==> config.mk <==
export PLATFORM = sky130hd
export DESIGN_NAME = wdog_two_key
export DESIGN_NICKNAME = d
export VERILOG_FILES = /design/src/rtl/wdog_pkg.sv /design/src/rtl/wdog_key_seq.sv /design/src/rtl/wdog_cfg_latch.sv /design/src/rtl/wdog_timebase.sv /design/src/rtl/wdog_two_key.sv
export SDC_FILE = /design/constraint.sdc
export NUM_CORES = 1
export LEC_CHECK = 0
export ABC_AREA = 1
export ABC_CLOCK_PERIOD_IN_PS = 1500
export BUFFER_PORTS_ARGS = -buffer_cell sky130_fd_sc_hd__buf_4
export CORE_MARGIN = 2
export CORE_UTILIZATION = 45
export CTS_BUF_LIST = sky130_fd_sc_hd__clkbuf_2
export CTS_CLUSTER_DIAMETER = 100
export CTS_CLUSTER_SIZE = 20
export DETAILED_ROUTE_END_ITERATION = 8
export GPL_ROUTABILITY_DRIVEN = 0
export PLACE_DENSITY = 0.8
export SLEW_MARGIN = 15
export SYNTH_ARGS = -nofsm -noshare
export SYNTH_HDL_FRONTEND = slang
export SYNTH_SLANG_ARGS = --single-unit
==> constraint.sdc <==
create_clock -name clk -period 1.5 [get_ports clk]
set_input_delay 0.15 -clock clk [delete_from_list [all_inputs] [get_ports clk]]
set_output_delay 0.15 -clock clk [all_outputs]
set_load 0.005 [all_outputs]
==> src/rtl/wdog_pkg.sv <==
package wdog_pkg;

  localparam logic [7:0] KEY_ARM  = 8'h55;
  localparam logic [7:0] KEY_FIRE = 8'hAA;

  // Number of ticks before expiry for a ratio select: base * 4^sel.
  function automatic int unsigned ticks_for_sel(input int unsigned base,
                                                input logic [1:0]  sel);
    return base << (2 * int'(sel));
  endfunction

  // Largest tick limit any select can request.
  function automatic int unsigned max_ticks(input int unsigned base);
    return base << 6;
  endfunction

endpackage

==> src/rtl/wdog_key_seq.sv <==
module wdog_key_seq
  import wdog_pkg::*;
#(
  parameter int unsigned   AW       = 16,
  parameter logic [AW-1:0] SVC_ADDR = 16'h103A
) (
  input  logic          clk,
  input  logic          rst_n,
  input  logic          wr_en,
  input  logic [AW-1:0] wr_addr,
  input  logic [7:0]    wr_data,
  output logic          arm_q,
  output logic          svc_hit
);

  logic addr_hit;

  assign addr_hit = wr_en && (wr_addr == SVC_ADDR);
  assign svc_hit  = addr_hit && (wr_data == KEY_FIRE) && arm_q;

  // Every write to the service address rewrites the armed state:
  // only the first key arms, everything else (including the second key) disarms.
  always_ff @(posedge clk or negedge rst_n) begin
    if (!rst_n) begin
      arm_q <= 1'b0;
    end else if (addr_hit) begin
      arm_q <= (wr_data == KEY_ARM);
    end
  end

endmodule

==> src/rtl/wdog_cfg_latch.sv <==
module wdog_cfg_latch #(
  parameter int unsigned INIT_CYCLES = 16
) (
  input  logic       clk,
  input  logic       rst_n,
  input  logic       cfg_enable,
  input  logic [1:0] cfg_period_sel,
  output logic       window_open,
  output logic       en_q,
  output logic [1:0] sel_q
);

  localparam int unsigned IW = $clog2(INIT_CYCLES + 1);

  logic [IW-1:0] init_cnt;

  assign window_open = (init_cnt < IW'(INIT_CYCLES));

  always_ff @(posedge clk or negedge rst_n) begin
    if (!rst_n) begin
      init_cnt <= '0;
    end else if (window_open) begin
      init_cnt <= init_cnt + 1'b1;
    end
  end

  always_ff @(posedge clk or negedge rst_n) begin
    if (!rst_n) begin
      en_q  <= 1'b0;
      sel_q <= 2'd0;
    end else if (!en_q && window_open && cfg_enable) begin
      en_q  <= 1'b1;
      sel_q <= cfg_period_sel;
    end
  end

endmodule

==> src/rtl/wdog_timebase.sv <==
module wdog_timebase
  import wdog_pkg::*;
#(
  parameter int unsigned DIV_LOG2   = 2,
  parameter int unsigned BASE_TICKS = 4
) (
  input  logic          clk,
  input  logic          rst_n,
  input  logic          run,
  input  logic          restart,
  input  logic [1:0]    sel,
  output logic          expire,
  output logic [$clog2(max_ticks(BASE_TICKS) + 1)-1:0] tick_cnt
);

  localparam int unsigned CW = $clog2(max_ticks(BASE_TICKS) + 1);

  logic          tick;
  logic          clear;
  logic [CW-1:0] limit;

  assign limit  = CW'(ticks_for_sel(BASE_TICKS, sel));
  assign expire = run && tick && (tick_cnt == limit - 1'b1);
  assign clear  = !run || restart || expire;

  generate
    if (DIV_LOG2 == 0) begin : g_nodiv
      assign tick = run;
    end else begin : g_div
      logic [DIV_LOG2-1:0] pre_cnt;
      assign tick = (pre_cnt == {DIV_LOG2{1'b1}});
      always_ff @(posedge clk or negedge rst_n) begin
        if (!rst_n) begin
          pre_cnt <= '0;
        end else if (clear) begin
          pre_cnt <= '0;
        end else begin
          pre_cnt <= pre_cnt + 1'b1;
        end
      end
    end
  endgenerate

  always_ff @(posedge clk or negedge rst_n) begin
    if (!rst_n) begin
      tick_cnt <= '0;
    end else if (clear) begin
      tick_cnt <= '0;
    end else if (tick) begin
      tick_cnt <= tick_cnt + 1'b1;
    end
  end

endmodule

==> src/rtl/wdog_two_key.sv <==
module wdog_two_key
  import wdog_pkg::*;
#(
  parameter int unsigned   AW          = 16,
  parameter logic [AW-1:0] SVC_ADDR    = 16'h103A,
  parameter int unsigned   DIV_LOG2    = 2,
  parameter int unsigned   BASE_TICKS  = 4,
  parameter int unsigned   INIT_CYCLES = 16
) (
  input  logic          clk,
  input  logic          rst_n,
  input  logic          wr_en,
  input  logic [AW-1:0] wr_addr,
  input  logic [7:0]    wr_data,
  input  logic          cfg_enable,
  input  logic [1:0]    cfg_period_sel,
  output logic          fail_pulse
);

  localparam int unsigned CW = $clog2(max_ticks(BASE_TICKS) + 1);

  logic          arm_q;
  logic          svc_hit;
  logic          window_open;
  logic          wd_en;
  logic [1:0]    sel_q;
  logic          expire;
  logic [CW-1:0] tick_cnt;

  wdog_key_seq #(
    .AW       (AW),
    .SVC_ADDR (SVC_ADDR)
  ) u_keys (
    .clk     (clk),
    .rst_n   (rst_n),
    .wr_en   (wr_en),
    .wr_addr (wr_addr),
    .wr_data (wr_data),
    .arm_q   (arm_q),
    .svc_hit (svc_hit)
  );

  wdog_cfg_latch #(
    .INIT_CYCLES (INIT_CYCLES)
  ) u_cfg (
    .clk            (clk),
    .rst_n          (rst_n),
    .cfg_enable     (cfg_enable),
    .cfg_period_sel (cfg_period_sel),
    .window_open    (window_open),
    .en_q           (wd_en),
    .sel_q          (sel_q)
  );

  wdog_timebase #(
    .DIV_LOG2   (DIV_LOG2),
    .BASE_TICKS (BASE_TICKS)
  ) u_time (
    .clk      (clk),
    .rst_n    (rst_n),
    .run      (wd_en),
    .restart  (svc_hit),
    .sel      (sel_q),
    .expire   (expire),
    .tick_cnt (tick_cnt)
  );

  // A service landing on the expiry edge wins over the failure.
  always_ff @(posedge clk or negedge rst_n) begin
    if (!rst_n) begin
      fail_pulse <= 1'b0;
    end else begin
      fail_pulse <= expire && !svc_hit;
    end
  end

endmodule

---- Word level (Yosys, flattened, before mapping) ----
Index checks and enable logic that the tools add are counted.
operators by class
  $add $sub $neg .......................... 4
  magnitude comparators ................... 1
  equality and inequality tests ........... 5
  shift-type cells ........................ 1
  mux-type cells .......................... 3
  reductions and logical operators ........ 13
operators by type and width
  operator                                           number
  two-way mux 9 bit                                  2
  == test 16 x 13 -> 1 bit, second input constant    1
  adder 9 x 1 -> 9 bit, second input constant        1
  == test 9 bit                                      1
  << shifter 3 x 3 -> 9 bit, first input constant    1
  subtractor 9 x 1 -> 9 bit, second input constant   1
  == test 8 x 7 -> 1 bit, second input constant      1
  == test 8 bit, second input constant               1
  logical AND 1 bit                                  8
  adder 5 x 1 -> 5 bit, second input constant        1
  less-than comparator 5 bit, second input constant  1
  adder 2 x 1 -> 2 bit, second input constant        1
  == test 2 bit, second input constant               1
  logical NOT 1 bit                                  2
  logical OR 1 bit                                   2
  two-way mux 2 bit                                  1
  nonzero test 2 bit                                 1
word-level totals
  flip-flop bits (word level) ............. 21
  input bits .............................. 30
  output and inout bits ................... 1
  word-level logic and storage cells ...... 34

---- Logic depth before layout (Yosys ltp) ----
Gate-level depths: netlist (run 1).
  depth after elaboration ................. 7
  depth in mapped cells ................... 10
  mapped depth without buffers ............ 9

---- By module ----
A second synthesis (run 1) with hierarchy kept.
unflattened totals
  cells, all modules ...................... 170
  area, all modules ....................... 1,243.7 um^2
by module, submodules not included
  module          times used  cells an instance  area an instance (um^2)  seq. area each (um^2)
  wdog_timebase   1           92                 678.2                    275.3
  wdog_cfg_latch  1           41                 357.8                    200.2
  wdog_key_seq    1           34                 172.7                    25.0
  wdog_two_key    1           3                  35.0                     25.0

---- Least setup slack after synthesis (run 1) ----
OpenSTA, ideal clock, no wires.
  kind .................................... register to register
  from .................................... reg u_cfg.sel_q[1]
  to ...................................... reg u_time.tick_cnt[5]
  library setup time ...................... 121 ps
  arrival ................................. 1,393 ps
  required time ........................... 1,379 ps
  path slack .............................. -14 ps
  cell stages (with the launch flop) ...... 11
  path buffers ............................ 1
  clock period less this slack ............ 1,514 ps
  cells stage by stage .................... dfrtp_1 -> nor2_1 -> inv_1 -> ha_1 -> xor2_1 -> nand2_1 -> nor2_1 -> nand2_1 -> nand3_2 -> buf_6 -> nor2_1
between the ends
  longest elaborated chain between the ends .. 6
  elaborated cells between the ends (all ways) .. 7
  those cells by class .................... add/sub (1); eq/ne (1); shift (1); mux (1); reduce/logical (3)
RTL lines
  item                                                     line                  RTL
  start, declared                                          wdog_cfg_latch.sv:10  output logic [1:0] sel_q
  start signal, assigned                                   wdog_cfg_latch.sv:33  sel_q <= cfg_period_sel;
  << shifter 3 x 3 -> 9 bit *                              wdog_pkg.sv:9         return base << (2 * int'(sel));
  subtractor 9 x 1 -> 9 bit *                              wdog_timebase.sv:23   assign expire = run && tick && (tick_cnt == limit - 1'b1);
  == test 9 bit *                                          wdog_timebase.sv:23
  logical AND 1 bit *                                      wdog_timebase.sv:23
  logical OR 1 bit *                                       wdog_timebase.sv:24   assign clear = !run || restart || expire;
  two-way mux 9 bit or nonzero test 2 bit (tied branches)  --
  end signal, assigned                                     wdog_timebase.sv:50   tick_cnt <= tick_cnt + 1'b1;
  end, declared                                            wdog_timebase.sv:13   output logic [$clog2(max_ticks(BASE_TICKS) + 1)-1:0] tick_cnt
Mark *: on every way between the ends. The rest lies on a longest branch, timed or not.
A chain may end at the register's enable or synchronous reset.

---- Worst setup path in the final report (run 1) ----
  from .................................... reg u_cfg.sel_q[0]
  to ...................................... reg u_time.tick_cnt[0]
The elaborated chain is that of the path after synthesis.

==> results of run 1 <==
==> cell usage in the layout, fill, tap and decap left out, drive strengths merged <==
cell type	instances
buf	35
nor2	33
nand2	31
inv	23
dfrtp	21
nand3	9
xor2	6
xnor2	6
nand4	4
clkbuf	4
ha	4
o21ai	3
a31oi	1
mux2	1
o22ai	1
mux2i	1
nor3	1
a21oi	1
dlygate4sd3	1
==> flip-flops by register name (all words and copies together) (netlist names) <==
name                  flops
fail_pulse                1
u_cfg.en_q                1
u_cfg.init_cnt            5
u_cfg.sel_q               2
u_keys.arm_q              1
u_time.g_div.pre_cnt      2
u_time.tick_cnt           9
==> worst max-delay path by stage <==
stage | startpoint | endpoint | slack, ns | cells past startpoint
after floorplan | u_cfg.sel_q[0] | u_time.tick_cnt[5] | -0.006 | 10
after global placement | u_cfg.sel_q[1] | u_time.tick_cnt[7] | -0.02 | 9
after detailed placement | u_cfg.sel_q[1] | u_time.tick_cnt[6] | -0.14 | 9
after CTS | u_cfg.sel_q[1] | u_time.tick_cnt[0] | -0.12 | 9
after global routing | u_cfg.sel_q[0] | u_time.tick_cnt[7] | -0.26 | 9
final | u_cfg.sel_q[0] | u_time.tick_cnt[0] | -0.17 | 9
==> kinds of logic after synthesis <==
| logic type | count (synthesis) |
|---|---|
| DFF | 21 |
| xor gates and xnor gates | 12 |
| AOI/OAI and AO/OA | 6 |
| buffers and inverters | 25 |
| and+or+nand+nor | 77 |
| adders and majority gates | 4 |
| muxes | 2 |
==> metrics by stage <==
stage | cell area, um2 | util
5_1_grt | 1526 | 0.6162
2_1_floorplan | 1166 | -
3_5_place_dp | 1429 | 0.5768
3_3_place_gp | 1429 | 0.5768
6_report | 1526 | 0.6162
4_1_cts | 1499 | 0.6051
==> what timing repair did <==
item	CTS	global route
resized for setup	4	6
endpoints found under the setup margin	12	12
gates cloned	1	0
hold endpoints to repair	21	0
hold buffers	1	0
setup buffers	2	0
pin swaps	0	1
==> layout make-up <==
| type | count | share of cell area |
|---|---|---|
| multi-input combinational | 102 | 0.3828 |
| timing repair buffer | 36 | 0.1787 |
| tap | 30 | 0.02459 |
| clock buffer | 4 | 0.01311 |
| inverter | 23 | 0.05656 |
| sequential | 21 | 0.3443 |
==> per-layer routing <==
| metal | vias to the layer above | track usage | routed length (um) |
|---|---|---|---|
| met1 | 494 | 0.2365 | 1041 |
| met4 | 0 | 0.09350 | 79 |
| met3 | 10 | 0.02957 | 70 |
| met5 | - | 0 | 0 |
| met2 | 23 | 0.3929 | 1435 |
| li1 | 529 | - | - |
==> report_power, final <==
part | leakage (nW) | internal, mW | switching, mW
Clock | 0.0166 | 0.0706 | 0.172
Combinational | 0.551 | 0.0564 | 0.0355
Sequential | 0.263 | 0.567 | 0.0000000478
==> Yosys cell counts <==
cell type | count | area (um2)
nor2_1 | 33 | 123.9
nand2_1 | 30 | 112.6
inv_1 | 23 | 86.33
dfrtp_1 | 21 | 525.5
nand3_1 | 7 | 35.03
xnor2_1 | 6 | 52.55
xor2_1 | 6 | 52.55
ha_1 | 4 | 50.05
nand4_1 | 4 | 25.02
o21ai_0 | 3 | 15.01
buf_6 | 2 | 22.52
a21oi_1 | 1 | 5.000
a31oi_1 | 1 | 6.260
mux2_2 | 1 | 11.26
mux2i_1 | 1 | 10.01
nand2_4 | 1 | 11.26
nand3_2 | 1 | 10.01
nor3_1 | 1 | 5.000
o22ai_1 | 1 | 6.260
==> critical path, stage by stage (launching register included) <==
cell     delay (ns)
dfrtp_1        0.44
nor2_2         0.14
inv_2          0.06
ha_4           0.26
xor2_1         0.16
nand2_1        0.09
nor2_2         0.11
nand2_2        0.13
nand3_4        0.12
nor2_1         0.06
==> results.toml, run 1 <==
[synth]
syn-cell-area_um2 = 1166
netlist_instances = 147
synthAdderAreaFrac = 0.04292
synth-seq-area-share = 0.4506
synth_top_family_by_area = "simple AND/OR/NAND/NOR gates"
synth_compound_area_frac = 0.02790
yosys_warnings = 0
synthMuxAreaShare = 0.01824
synth.distinct_cells = 19
synth_seq_cells = 21
synth_simple_gate_area_share = 0.2768
synth_nets = 181
synth_xor_area_frac = 0.09013
synth.avg_cell_area_um2 = 7.933

[grt]
grt_overflow = 0
track_usage = 0.2109
grt_max_degree = 22
grt_pass1_vias = 1057
grt_pass1_wl_um = 4450
antenna_found_initial = 0

[detailed_routing]
vias = 1056
drt_iter0_drc = 19
dr.pass1.iters = 4
detail_route.wl_per_cell_um = 12.16
viasPerCell = 4.889
wl_um = 2626
postRouteAntennaNets = 0
drc = 0

[run]
max_cap_viol_count = 0

[hold_path]
holdPathStages = 2
min_to = "u_cfg.sel_q[0]"
hold_start = "cfg_period_sel[0]"
hold_class = "in -> reg"

[cells_and_area]
stdcell_count = 216
drive_gt1_frac = 0.2742
n_antenna_cell = 0
nNetsFinal = 221
multi_input_area_um2 = 584.3
fillers = 227
final-seq-area_um2 = 525.5
area_delta_synth_final_pct = 30.90

[sta]
maxSlewViolCount = 0
holdWs_ns = 0.03124
finalSetupViolations = 12
finalCritPeriodShare = 1.115
min_period_ns = 1.672
rsz0062_at_grt = "yes"
worst_pin_slew_ns = 0.2983
skew_ns = 0.01603
fin_ws_ns = -0.1718
clock.fmax_ghz = 0.5982
relSlewSlack = 0.8011
final.setup.tns_ns = -1.890
finalHoldViolCount = 0

[clock_network]
path_clk_slew_ns = 0.20
cts_tree = "done"
htree_levels = 1
cts_root_buffer = "clkbuf_2"
cts_sinks = 21
numCtsBuffers = 3
insertion_delay_ns = 0.33
ctsLongestPathBuffers = 2

[power_and_ir_drop]
leakage_nw = 0.8310
ir_drop_mv = 0.6617
total_power_uw = 901.1
power.density_nw_per_um2 = 590.3

[outcome]
violations = "negative setup slack"
outcome = "finished with violations"

[place]
port_buffers = 30
place_ws_ns = -0.1441
dpl.hpwl_um = 1969
dp.cells = 208

[critical_path]
critPathCaptureType = "flop"
crit_type = "reg -> reg"
r2r_slack_ns = -0.17
critical_path_required_ns = 1.73
reg2reg_from = "u_cfg.sel_q[0]"
critPathArrivalTime_ns = 1.90
reg2reg_to = "u_time.tick_cnt[0]"
startpoint_type = "flop"
crit_fanout = 5
rr_worst_depth = 9

[floorplan]
rows = 18
dieArea_um2 = 3015
die_y_um = 54.91
start_util = 0.4707
ioPinCount = 31
core_area_um2 = 2477
die_x_um = 54.91
(Power assumes the default switching activity.)
==> inputs of run 2 (changes only) <==
CELL_PAD_IN_SITES_DETAIL_PLACEMENT = 0   (was not set)
CELL_PAD_IN_SITES_GLOBAL_PLACEMENT = 1   (was not set)
CORE_UTILIZATION = 35   (was 45)
PLACE_DENSITY = 0.84   (was 0.8)
==> run 2 against run 1 <==
Net effect: the flow still finishes with violations (negative setup slack); clock power shrank 3%; routed wire length shrank 15%; flip-flop and latch count is the same; via count shrank 4.7%; worst hold slack gained 0.039 ns; critical path type unchanged.
==> results.toml, run 2 (synthesis gave the netlist of run 1 again) <==
[critical_path]
critPathMostFrequentCell = "nor2_2"
crit_chain = "nor2_1, inv_1, ha_1, xor2_1, nand2_1, nor2_2, nand2_2, nand3_4, nor2_2"
rr_worst_depth = 9
crit_buf_inv = 1
critPathArrivalTime_ns = 1.79
cp_slowest_cell = "dfrtp_1"
crit_fanout = 6
reg2reg_to = "u_time.tick_cnt[8]"
crit_type = "reg -> reg"
path_delay_family = "simple AND/OR/NAND/NOR gates"
reg2reg_from = "u_cfg.sel_q[1]"
critPathCaptureType = "flop"
startpoint_type = "flop"
cpPeakStageDelay_ns = 0.43
r2r_slack_ns = -0.08
critical_path_required_ns = 1.72

[detailed_routing]
dr.pass1.iters = 4
drt_iter0_drc = 41
wl_um = 2233
viasPerCell = 4.374
vias = 1006
detail_route.wl_per_cell_um = 9.709
drc = 0
postRouteAntennaNets = 0

[cells_and_area]
top_register = "u_time.tick_cnt"
drive_gt1_frac = 0.2634
fin_area_um2 = 1531
final_cell_mix = "buf_4, nand2_1, nor2_1"
largest_reg_flops = 9
mostFrequentLayoutCell = "buf_4"
nNetsFinal = 221
reg.largest.list = "u_time.tick_cnt: 9 flops, u_cfg.init_cnt: 5 flops"
area_delta_synth_final_pct = 31.33
fillers = 323
n_antenna_cell = 0

[grt]
grt_pass1_vias = 982
antenna_found_initial = 0
grt_overflow = 0
track_usage = 0.1421
grt_max_degree = 22
grt_pass1_wl_um = 4077

[floorplan]
rows = 20
core_area_um2 = 3103
dieArea_um2 = 3809
die_x_um = 61.72
die_y_um = 61.72
start_util = 0.3758
ioPinCount = 31

[place]
place_area_um2 = 1454
port_buffers = 30
dpl.hpwl_um = 1787
place_ws_ns = -0.1457

[outcome]
outcome = "finished with violations"
violations = "negative setup slack"

[clock_network]
cts_tree = "done"
numCtsBuffers = 3
cts_sinks = 21
cts_root_buffer = "clkbuf_2"
insertion_delay_ns = 0.31
ctsLongestPathBuffers = 2
htree_levels = 1
path_clk_slew_ns = 0.18

[sta]
clock.fmax_ghz = 0.6332
worst_pin_slew_ns = 0.2669
finalSetupViolations = 12
fin_ws_ns = -0.07916
final.setup.tns_ns = -0.6719
min_period_ns = 1.579
relSlewSlack = 0.8221
maxSlewViolCount = 0
rsz0062_at_grt = "yes"
skew_ns = 0.01263
finalCritPeriodShare = 1.053
finalHoldViolCount = 0

[power_and_ir_drop]
total_power_uw = 889.8
leakage_nw = 0.8304
power.density_nw_per_um2 = 581.0
ir_drop_mv = 0.2917

[run]
max_cap_viol_count = 0

[hold_path]
hold_class = "in -> reg"
hold_start = "cfg_period_sel[0]"
min_to = "u_cfg.sel_q[0]"
holdPathStages = 2
-- run 2: changes by cell type in the layout (fill, tap and decap cells not counted) --
cell     previous run  this run
ha_1                3         4
nand2_2             2         1
nor2_1             29        28
ha_4                1         0
inv_2               1         0
inv_1              22        23
nor2_2              4         5
nand2_1            28        29
-- run 2: stage by stage --
step	util	hold slack (ns)	std cells
3_5_place_dp	0.4685	0.04853	223
4_1_cts	0.4879	0.05537	230
2_1_floorplan	-	-0.1456	147
5_1_grt	0.4935	0.03583	230
3_3_place_gp	0.4685	0.03940	223
6_report	0.4935	0.07051	230
-- run 2: final cells by class --
class,instances,area [um2],share of cell area
multi-input combinational,102,571.8,0.3734
sequential,21,525.5,0.3431
timing repair buffer,36,272.8,0.1781
inverter,23,86.33,0.05637
tap,44,55.05,0.03595
clock buffer,4,20.02,0.01307
-- run 2: metal layers --
metal  part of all wire  global-route usage  vias to the layer above  routed length [um]
met5                  0                   0                        -                   0
met4             0.0076             0.03647                        0                  17
met3              0.015             0.02484                        2                  33
met2               0.52              0.2526                        5                1157
met1               0.46              0.1782                      469                1024
li1                   -                   -                      530                   -
-- run 2: repair_timing --
action                                 in CTS  in global routing
buffers inserted                            1                  0
hold buffers                                1                  0
setup endpoints to repair                  11                 12
endpoints found under the hold margin      21                  0
gates cloned                                1                  0
resized for setup                           3                  5
pin swaps                                   0                  2
-- run 2: how the worst max path moves through the flow --
| stage | startpoint | endpoint | slack (ns) | cells after the start |
|---|---|---|---|---|
| after floorplan | u_cfg.sel_q[0] | u_time.tick_cnt[5] | -0.006 | 10 |
| after global placement | u_cfg.sel_q[1] | u_time.tick_cnt[3] | -0.06 | 9 |
| after detailed placement | u_cfg.sel_q[1] | u_time.tick_cnt[3] | -0.15 | 9 |
| after CTS | u_cfg.sel_q[1] | u_time.tick_cnt[4] | -0.09 | 9 |
| after global routing | u_cfg.sel_q[0] | u_time.tick_cnt[3] | -0.21 | 9 |
| final | u_cfg.sel_q[1] | u_time.tick_cnt[8] | -0.08 | 9 |
-- run 2: power breakdown --
part           leakage, nW  internal [mW]  switching, mW
logic                0.550         0.0562         0.0321
clock network       0.0166         0.0707          0.164
registers            0.263          0.567   0.0000000487
total                0.830          0.694          0.196
